<file path="src/rtl/irq_agg_pkg.sv">
package irq_agg_pkg;

  // Host register offsets
  localparam int unsigned REG_EN       = 0;
  localparam int unsigned REG_STAT     = 1;
  localparam int unsigned REG_ACK      = 2;
  localparam int unsigned REG_AUX_MASK = 3;
  localparam int unsigned REG_AUX_STAT = 4;

  // Any enabled pending line raises the level
  function automatic logic any_enabled(input logic [63:0] pend,
                                       input logic [63:0] en);
    return |(pend & en);
  endfunction

endpackage

</file>
<file path="src/rtl/irq_pend_reg.sv">
module irq_pend_reg #(
  parameter int unsigned W     = 8,
  parameter int unsigned IDX_W = 4
) (
  input  logic             clk,
  input  logic             rst_n,
  input  logic [W-1:0]     post,
  input  logic [W-1:0]     clear,
  input  logic             ack_fire,
  input  logic [IDX_W-1:0] ack_idx,
  output logic [W-1:0]     ack_vec,
  output logic [W-1:0]     pend_nxt,
  output logic [W-1:0]     pend_q
);

  localparam logic [W-1:0] ONE = W'(1);

  // Index beyond the line count shifts out to zero
  always_comb begin
    ack_vec = '0;
    if (ack_fire && (32'(ack_idx) < W)) ack_vec = ONE << ack_idx;
  end

  // Removal has priority over setting
  assign pend_nxt = (pend_q | post) & ~(clear | ack_vec);

  always_ff @(posedge clk or negedge rst_n) begin
    if (!rst_n) pend_q <= '0;
    else        pend_q <= pend_nxt;
  end

endmodule

</file>
<file path="src/rtl/irq_host_regs.sv">
module irq_host_regs
  import irq_agg_pkg::*;
#(
  parameter int unsigned W      = 8,
  parameter int unsigned ADDR_W = 3,
  parameter int unsigned IDX_W  = 4
) (
  input  logic              clk,
  input  logic              rst_n,
  input  logic              host_wr,
  input  logic [ADDR_W-1:0] host_addr,
  input  logic [W-1:0]      host_wdata,
  input  logic [W-1:0]      pend_q,
  output logic [W-1:0]      host_rdata,
  output logic [W-1:0]      en_nxt,
  output logic [W-1:0]      en_q,
  output logic [W-1:0]      aux_q,
  output logic              mask_wr_ev,
  output logic              ack_fire,
  output logic [IDX_W-1:0]  ack_idx
);

  logic sel_en, sel_stat, sel_ack, sel_aux;

  assign sel_en   = (host_addr == ADDR_W'(REG_EN));
  assign sel_stat = (host_addr == ADDR_W'(REG_STAT));
  assign sel_ack  = (host_addr == ADDR_W'(REG_ACK));
  assign sel_aux  = (host_addr == ADDR_W'(REG_AUX_MASK));

  assign mask_wr_ev = host_wr && sel_en;
  assign ack_fire   = host_wr && sel_ack;
  assign ack_idx    = host_wdata[IDX_W-1:0];

  // Enable mask is kept in active-high form
  assign en_nxt = mask_wr_ev ? ~host_wdata : en_q;

  always_ff @(posedge clk or negedge rst_n) begin
    if (!rst_n) begin
      en_q  <= '0;
      aux_q <= '0;
    end else begin
      en_q <= en_nxt;
      if (host_wr && sel_aux) aux_q <= host_wdata;
    end
  end

  always_comb begin
    host_rdata = '0;
    if (sel_en)        host_rdata = ~en_q;
    else if (sel_stat) host_rdata = pend_q;
    else if (sel_aux)  host_rdata = aux_q;
  end

endmodule

</file>
<file path="src/rtl/irq_level_track.sv">
module irq_level_track
  import irq_agg_pkg::*;
#(
  parameter int unsigned W = 8
) (
  input  logic         clk,
  input  logic         rst_n,
  input  logic         any_evt,
  input  logic [W-1:0] pend_nxt,
  input  logic [W-1:0] en_nxt,
  output logic         irq_q
);

  logic lvl_nxt;

  assign lvl_nxt = any_enabled(64'(pend_nxt), 64'(en_nxt));

  // Re-evaluated only on events; changes only if the condition differs
  always_ff @(posedge clk or negedge rst_n) begin
    if (!rst_n)                         irq_q <= 1'b0;
    else if (any_evt && lvl_nxt != irq_q) irq_q <= lvl_nxt;
  end

endmodule

</file>
<file path="src/rtl/irq_mask_agg.sv">
module irq_mask_agg #(
  parameter int unsigned W      = 8,
  parameter int unsigned ADDR_W = 3,
  parameter int unsigned IDX_W  = 4
) (
  input  logic              clk,
  input  logic              rst_n,
  input  logic              host_wr,
  input  logic [ADDR_W-1:0] host_addr,
  input  logic [W-1:0]      host_wdata,
  output logic [W-1:0]      host_rdata,
  input  logic [W-1:0]      dev_post,
  input  logic [W-1:0]      dev_clear,
  output logic              irq_out
);

  logic [W-1:0]     pend_q, pend_nxt, en_q, en_nxt, aux_q, ack_vec;
  logic             mask_wr_ev, ack_fire, any_evt;
  logic [IDX_W-1:0] ack_idx;

  irq_host_regs #(.W(W), .ADDR_W(ADDR_W), .IDX_W(IDX_W)) u_regs (
    .clk(clk), .rst_n(rst_n), .host_wr(host_wr), .host_addr(host_addr),
    .host_wdata(host_wdata), .pend_q(pend_q), .host_rdata(host_rdata),
    .en_nxt(en_nxt), .en_q(en_q), .aux_q(aux_q), .mask_wr_ev(mask_wr_ev),
    .ack_fire(ack_fire), .ack_idx(ack_idx)
  );

  irq_pend_reg #(.W(W), .IDX_W(IDX_W)) u_pend (
    .clk(clk), .rst_n(rst_n), .post(dev_post), .clear(dev_clear),
    .ack_fire(ack_fire), .ack_idx(ack_idx), .ack_vec(ack_vec),
    .pend_nxt(pend_nxt), .pend_q(pend_q)
  );

  assign any_evt = mask_wr_ev | ack_fire | (|dev_post) | (|dev_clear);

  irq_level_track #(.W(W)) u_lvl (
    .clk(clk), .rst_n(rst_n), .any_evt(any_evt), .pend_nxt(pend_nxt),
    .en_nxt(en_nxt), .irq_q(irq_out)
  );

endmodule

</file>
<file path="config.mk">
export PLATFORM = sky130hd
export DESIGN_NAME = irq_mask_agg
export DESIGN_NICKNAME = d
export VERILOG_FILES = /design/src/rtl/irq_agg_pkg.sv /design/src/rtl/irq_pend_reg.sv /design/src/rtl/irq_host_regs.sv /design/src/rtl/irq_level_track.sv /design/src/rtl/irq_mask_agg.sv
export SDC_FILE = /design/constraint.sdc
export NUM_CORES = 1
export LEC_CHECK = 0
export ABC_CLOCK_PERIOD_IN_PS = 2280
export CORE_ASPECT_RATIO = 1.1
export CORE_MARGIN = 3
export CORE_UTILIZATION = 46
export DETAILED_ROUTE_END_ITERATION = 10
export PLACE_DENSITY = 0.74
export SLEW_MARGIN = 10
export SYNTH_ARGS = -nofsm -noshare
export SYNTH_HDL_FRONTEND = slang
export SYNTH_SLANG_ARGS = --single-unit
</file>
<file path="constraint.sdc">
create_clock -name clk -period 2.28 [get_ports clk]
set_clock_uncertainty 0.2 [all_clocks]
set_input_delay 0.456 -clock clk [delete_from_list [all_inputs] [get_ports clk]]
set_output_delay 0.456 -clock clk [all_outputs]
set_load 0.005 [all_outputs]
</file>
# Word level (Yosys, flattened, before mapping)
# Cells that the tools add are included.
# W data, S select, Z words.
# totals
elab_cells	34
ram_bits	0
out_inout_bits	9
reg_bits	25
latchBits	0
rom_bits	0
mem_count	0
# classes
div_mod_pow	0
bitwise	10
n_lt_le_gt_ge	1
shift	1
mux	5
n_reduce_logical	9
addsub	0
n_eq_ne	4
mul	0
# op_table
operator	n
$reduce_or A64 Y1	1
$mux W8	5
$not A8 Y8	3
$and A8 B8 Y8	2
$or A8 B8 Y8	2
$reduce_or A8 Y1	2
$shl A1 B4 Y8 const A	1
$eq A3 B2 Y1 const B	2
$logic_and A1 B1 Y1	5
$lt A4 B4 Y1 const B	1
$eq A3 B1 Y1 const B	1
$logic_not A3 Y1	1
$or A1 B1 Y1	3
$ne A1 B1 Y1	1

# Depth between registers and ports, before layout
# Gate-level depths: netlist (run 1).
# depth
ltp_word	11
depth_mapped	6
depth_no_buf	5

# Hierarchy
# From an unflattened synthesis (run 1), not the netlist that was laid out.
# hier_totals
hier_cells	135
area_unflattened_um2	1535.2
# by_module_without_submodules
mod	seq_area_each_um2	area_each_um2	n_inst	cells_per_inst
irq_host_regs	400.4	998.5	1	78
irq_pend_reg	200.2	415.4	1	44
irq_level_track	25.0	82.6	1	7
irq_mask_agg	0.0	38.8	1	6

# Worst setup path before layout (run 1)
# OpenSTA, ideal clock, no wires.
# synth_path
kind	input to output
startpoint	input host_addr[1]
endpoint	output host_rdata[5]
path_stages	5
path_buffers	2
t_arrival_ns	1.396
slack_ns	0.228
cell_sequence	buf_6 -> clkbuf_1 -> mux2_2 -> a21oi_1 -> nor2_1
# synth_between
elab_chain_cells	4
# synth_lines
item	line_no	source
start: declaration	irq_mask_agg.sv:9	input logic [ADDR_W-1:0] host_addr,
$eq A3 B2 Y1	irq_host_regs.sv:28	assign sel_aux = (host_addr == ADDR_W'(REG_AUX_MASK));
$mux W8	irq_host_regs.sv:51	else if (sel_aux) host_rdata = aux_q;
$mux W8	irq_host_regs.sv:50	else if (sel_stat) host_rdata = pend_q;
$mux W8 (*)	irq_host_regs.sv:49	if (sel_en) host_rdata = ~en_q;
end: declaration	irq_mask_agg.sv:11	output logic [W-1:0] host_rdata,
# Every way passes the cells marked *; elsewhere a longest branch is shown, timed or not.

# Final worst setup path (run 1)
# layout_path
startpoint	input host_addr[1]
endpoint	output host_rdata[1]
# The elaborated chain is that of the path after synthesis.

==> out/metrics.yaml, run 1 <==
synthesis:
  postSynthCellCount: 124
  syn-cell-area_sq_mm: 0.00133
  yosysSeqAreaShare_pct: 47.0
  avgSynthCellArea_sq_um: 10.7
  ys_warn_count: 0
  synth_edf_count: 0
  yosys_register_bits: 25
  synth_nets: 154
  synth.area.top_cells: "dfrtp_1 47%, mux2_2 14%, mux2i_1 6.0%"
  async_reset_ff_share_pct: 100
  synthFlopType: "dfrtp_1"
  yosysUniqueCellTypes: 23
  synth_area_leader_cell: "dfrtp_1"
  synth_top_area_share_pct: 47.0
routing:
  antenna_left: 0
  dr.first_iter.drc_count: 50
  drc: 0
  vias: 1273
  wire_per_inst_microns: 17.6
  wirelength_microns: 3840
  firstDrtPassIters: 5
  via_per_inst: 5.84
global_route:
  antenna_found_initial: 0
  grt_pass1_vias: 1326
  grt_first_pass_wirelength_microns: 6420
  gr-usage-all-layers_pct: 22.7
  grt_overflow: 0
  grt_max_degree: 26
clock_tree:
  htree_levels: 1
  clk_latency_ns: 0.32
  cts.clk_slew.worst_paths_ns: 0.14
  clkSinkCount: 25
  ctsRootBufferMaster: "clkbuf_4"
  numCtsBuffers: 3
  clk_path_buf_depth: 2
  cts_tree: "done"
critical_path:
  slowest_delay_ns: 0.33
  cpMaxStageDelayCell: "mux2_2"
  worstPathRequired_ns: 1.62
  worstSetupEndpointType: "output pin"
  crit_top_cell: "buf_6"
  crit_path_max_fanout: 6
  cp-start-kind: "input port"
  arrival_ns: 1.57
  cp_cell_sequence: "buf_4, buf_6, buf_6, mux2_2, a21oi_2, nor2_1, dlygate4sd2_1"
  critPathKind: "in -> out"
finish:
  area_growth_pct: 50.3
  fin_area_sq_mm: 0.00200
  nFillCells: 184
  n_antenna_cell: 0
  nNetsFinal: 218
  final_core_util_pct: 75.8
  mostFrequentLayoutCell: "clkdlybuf4s50_1"
  drive_above_1_share_pct: 31.0
  final_cell_mix: "26 x clkdlybuf4s50_1, 25 x dfrtp_1, 22 x buf_4"
  finalNonFillerCells: 218
power_and_ir_drop:
  power.density_mw_per_mm2: 550
  max-vdd-ir-drop_mv: 0.512
  leakagePower_nw: 0.890
die:
  fp.dieH_microns: 62.4
  pin_count: 39
  initial_core_util_pct: 50.5
  num_rows: 19
  coreArea_sq_mm: 0.00264
  fp.dieW_microns: 57.3
  dieArea_sq_mm: 0.00358
placement:
  place_area_sq_mm: 0.00187
  hpwlAfterDp_microns: 2910
  gp_congestion: 0.800
  io_buffer_count: 38
  dpl.cell_count: 208
sta:
  worst_pin_slew_ns: 0.455
  max_freq_mhz: 449
  timing.hold.ws_ns: 0.275
  hold_viol: 0
  fin_crit_sh_pct: 97.7
  slew_violations: 0
  finalSetupViolCount: 0
  slew_headroom_pct: 69.7
  period_needed_ns: 2.23
min_path:
  hold_path.class: "in -> async"
job:
  drv_cap: 0
run_status:
  outcome: "finished, final reports clean"
==> report_power, final <==
part	switching, mW	total, mW	internal [mW]
Clock	0.136	0.203	0.0670
Sequential	0.0436	0.562	0.518
Combinational	0.141	0.336	0.194
Total	0.321	1.10	0.779
==> cell usage after synthesis (all sizes together) (2+ instances only) <==
cell type and instances:
dfrtp 25, mux2 17, nor2 17, a211oi 8
a21oi 8, inv 8, mux2i 8, nor3 8
a22oi 4, buf 4, nor4 4, nor4b 3
clkbuf 2, nand4 2, nor4bb 2
==> critical path: cells and delay by family <==
family / cells / cell delay [ns]
buffers and inverters: 4 / 0.60
AOI/OAI and AO/OA: 1 / 0.13
and+or+nand+nor: 1 / 0.05
muxes: 1 / 0.33
==> state kept, by name, indices dropped and copies added, names as in the netlist <==
| name | cells |
|---|---|
| u_regs.aux_q | 8 |
| u_regs.en_q | 8 |
| u_pend.pend_q | 8 |
| u_lvl.irq_q | 1 |
==> final timing paths <==
kind / start / to / cells after the start / slack [ns]
worst max-delay path: host_addr[1] / host_rdata[1] / 7 / 0.05
worst min-delay path: rst_n / u_regs.aux_q[5] / 2 / 0.27
worst min register to register: u_regs.aux_q[1] / u_regs.aux_q[1] / 1 / 0.32
max in group asynchronous: rst_n / u_regs.en_q[1] / 2 / 1.36
worst max register to register: u_pend.pend_q[6] / u_lvl.irq_q / 5 / 0.76
min in group clk: u_regs.aux_q[1] / u_regs.aux_q[1] / 1 / 0.32
==> layout make-up <==
cell class	instances	area, sq um	share of cell area, %
clock buffers	3	22.5	1.13
clock inverters	1	7.51	0.375
inverters	8	30.0	1.50
multi-input cells	85	689	34.5
flip-flops and latches	25	626	31.3
well taps	31	38.8	1.94
repair buffers	65	587	29.3
==> per-layer routing <==
metal  vias to the layer above  wire length [microns]  global-route usage, %  part of all wire [%]
li1                        589                      -                      -                     -
met1                       623                   1660                   31.1                    43
met2                        55                   1880                   37.0                    49
met3                         6                    264                   3.72                   6.9
met4                         0                     43                   6.09                   1.1
met5                         -                      0                      0                     0
==> timing repair <==
| item | 4_1_cts | 5_1_grt |
|---|---|---|
| hold buffers | 0 | 0 |
| hold endpoints to repair | 0 | 0 |
| resized for setup | 23 | 7 |
| endpoints found under the setup margin | 9 | 3 |
| cloned | 1 | 0 |
| setup buffers | 4 | 1 |
==> logic make-up after synthesis <==
group                  count (synthesis)  share of synthesized area [%]
AOI/OAI and AO/OA                     20                           9.77
buffers and inverters                 14                           4.89
DFF                                   25                           47.0
muxes                                 25                           20.4
and+or+nand+nor                       40                           18.0
==> stage by stage <==
stage / power [mW] / setup TNS (ns) / setup WS (ns)
2_1_floorplan: 0.709 / 0 / 0.228
3_3_place_gp: 0.874 / -4.03 / -0.457
3_5_place_dp: 0.890 / -4.55 / -0.516
4_1_cts: 1.10 / 0 / 0.0154
5_1_grt: 1.17 / -0.0191 / -0.0191
6_report: 1.10 / 0 / 0.0525
No activity file was read; power rests on OpenSTA's default activity.
==> run 2: changes to the inputs <==
--- a/config.mk
+++ b/config.mk
@@ -10,5 +10,6 @@
 export CORE_MARGIN = 3
-export CORE_UTILIZATION = 46
+export CORE_UTILIZATION = 55
 export DETAILED_ROUTE_END_ITERATION = 10
-export PLACE_DENSITY = 0.74
+export DONT_BUFFER_PORTS = 1
+export PLACE_DENSITY = 0.66
 export SLEW_MARGIN = 10
--- a/constraint.sdc
+++ b/constraint.sdc
@@ -4,2 +4,2 @@
 set_output_delay 0.456 -clock clk [all_outputs]
-set_load 0.005 [all_outputs]
+set_load 0.1 [all_outputs]
==> out/metrics.yaml, run 2 (synthesis results as in run 1) <==
global_route:
  antenna_found_initial: 0  # unchanged
  grt_overflow: 0  # unchanged
  grt_max_degree: 26  # unchanged
  gr-usage-all-layers_pct: 24.5  # +1.8 points
  grt_first_pass_wirelength_microns: 5400  # -16%
  grt_pass1_vias: 1134  # -14%
placement:
  io_buffer_count: 0  # -100%
  gp_congestion: 0.799  # -0.21%
  hpwlAfterDp_microns: 2320  # -20%
  place_area_sq_mm: 0.00147  # -22%
critical_path:
  critPathKind: "reg -> out"
  worstPathRequired_ns: 1.62  # about the same
  arrival_ns: 1.54  # -0.03 ns
  crit_path_max_fanout: 2  # -4
  worstSetupEndpointType: "output pin"
  cp-start-kind: "register"
  reg2reg_slack_ns: 0.73  # -0.03 ns
finish:
  nFillCells: 187  # +1.6%
  nNetsFinal: 173  # -21%
  area_growth_pct: 20.7
  top_regs: "u_pend.pend_q (8), u_regs.aux_q (8), u_regs.en_q (8)"
  fin_area_sq_mm: 0.00161  # -20%
  n_antenna_cell: 0  # unchanged
  mostFrequentLayoutCell: "dfrtp_1"
  final_cell_mix: "25 x dfrtp_1, 17 x mux2_2, 10 x buf_4"
  drive_above_1_share_pct: 29.6  # -1.4 points
clock_tree:
  clk_path_buf_depth: 2  # unchanged
  htree_levels: 1  # unchanged
  cts_tree: "done"
  cts_setup_buffers: 0  # -4
  clkSinkCount: 25  # unchanged
  numCtsBuffers: 3  # unchanged
  clk_latency_ns: 0.32  # about the same
  cts.clk_slew.worst_paths_ns: 0.14  # about the same
  ctsRootBufferMaster: "clkbuf_4"
min_path:
  hold_path.class: "in -> reg"
job:
  drv_cap: 0  # unchanged
die:
  coreArea_sq_mm: 0.00227  # -14%
  num_rows: 18  # -1
  pin_count: 39  # unchanged
  fp.dieW_microns: 52.9  # -7.7%
  initial_core_util_pct: 58.5  # +8.1 points
  dieArea_sq_mm: 0.00305  # -15%
  fp.dieH_microns: 57.6  # -7.7%
run_status:
  outcome: "finished, final reports clean"
sta:
  hold_viol: 0  # unchanged
  period_needed_ns: 2.19  # -0.0344 ns
  max_freq_mhz: 456  # +1.6%
  slew_violations: 0  # unchanged
  fin_crit_sh_pct: 96.2  # -1.5 points
  slew_headroom_pct: 36.2  # -33 points
  fin_setup_tns_ns: 0  # unchanged
  finalSetupViolCount: 0  # unchanged
  worst_pin_slew_ns: 0.957  # +0.502 ns
  rsz0062_at_grt: "no"
power_and_ir_drop:
  power.density_mw_per_mm2: 688  # +25%
  max-vdd-ir-drop_mv: 0.581  # +14%
  leakagePower_nw: 0.653  # -27%
routing:
  dr.first_iter.drc_count: 30  # -40%
  antenna_left: 0  # unchanged
  via_per_inst: 6.10  # +4.4%
  wirelength_microns: 3310  # -14%
  vias: 1049  # -18%
  firstDrtPassIters: 4  # -1
  drc: 0  # unchanged
  wire_per_inst_microns: 19.2  # +9.2%
run 2: changes by cell type in the layout (fill, tap and decap cells not counted), moves of 5 or more:
cell / previous run / this run
buf_4: 22 / 10
buf_6: 5 / 0
clkdlybuf4s50_1: 26 / 0
dlygate4sd2_1: 10 / 0
dlygate4sd3_1: 0 / 9
nor2_1: 17 / 9
nor2_4: 0 / 8
run 2: critical path: stages (launching register included):
cell and delay, ns:
dfrtp_1 0.41, mux2_2 0.27, a21oi_1 0.27, nor2_4 0.04, buf_4 0.23
run 2: final timing paths:
| path | to | depth (start not counted) | from |
|---|---|---|---|
| worst min-delay path | u_regs.en_q[4] | 1 | host_wdata[4] |
| worst min register to register | u_regs.aux_q[4] | 1 | u_regs.aux_q[4] |
| worst max-delay path | host_rdata[0] | 4 | u_pend.pend_q[0] |
| max in group asynchronous | u_pend.pend_q[6] | 2 | rst_n |
| worst max register to register | u_lvl.irq_q | 1 | u_lvl.irq_q |
| min in group asynchronous | u_regs.aux_q[4] | 2 | rst_n |
run 2: power by group:
part	switching (mW)	internal [mW]	leakage (nW)
logic	0.193	0.130	0.339
clock network	0.137	0.0658	0.0177
registers	0.0621	0.517	0.296
run 2: what timing repair did:
item                                   in CTS  in global routing
hold buffers                               10                  0
gates resized for setup                     0                  0
endpoints found under the hold margin      33                  0
run 2: metal layers:
layer  wire (microns)  part of all wire [%]  track usage [%]
met4               42                   1.3             7.30
met1             1420                    43             32.7
met2             1600                    48             39.0
met5                0                     0                0
met3              248                   7.5             6.53
run 2: area by class of cell:
cell class                      instances  area (sq um)  area share, %
Inverter                                8          30.0           1.87
Timing Repair Buffer                   20           185           11.5
Sequential cell                        25           626           38.9
Tap cell                               30          37.5           2.34
Clock buffer                            3          22.5           1.40
Multi-Input combinational cell         85           701           43.6
Clock inverter                          1          5.00          0.312
run 2: through the flow:
step | worst slack (ns) | utilization [%] | power (mW) | hold WS, ns | cells
final | 0.0870 | 70.6 | 1.10 | 0.0226 | 172
after global routing | 0.0283 | 70.6 | 1.16 | 0.0225 | 172
after CTS | 0.0801 | 70.6 | 1.11 | 0.0180 | 172
after detailed placement | 0.272 | 64.6 | 0.886 | -0.0390 | 158
after global placement | 0.286 | 64.6 | 0.878 | -0.0390 | 158
after floorplan | 0.0381 | - | 0.847 | -0.0396 | 124
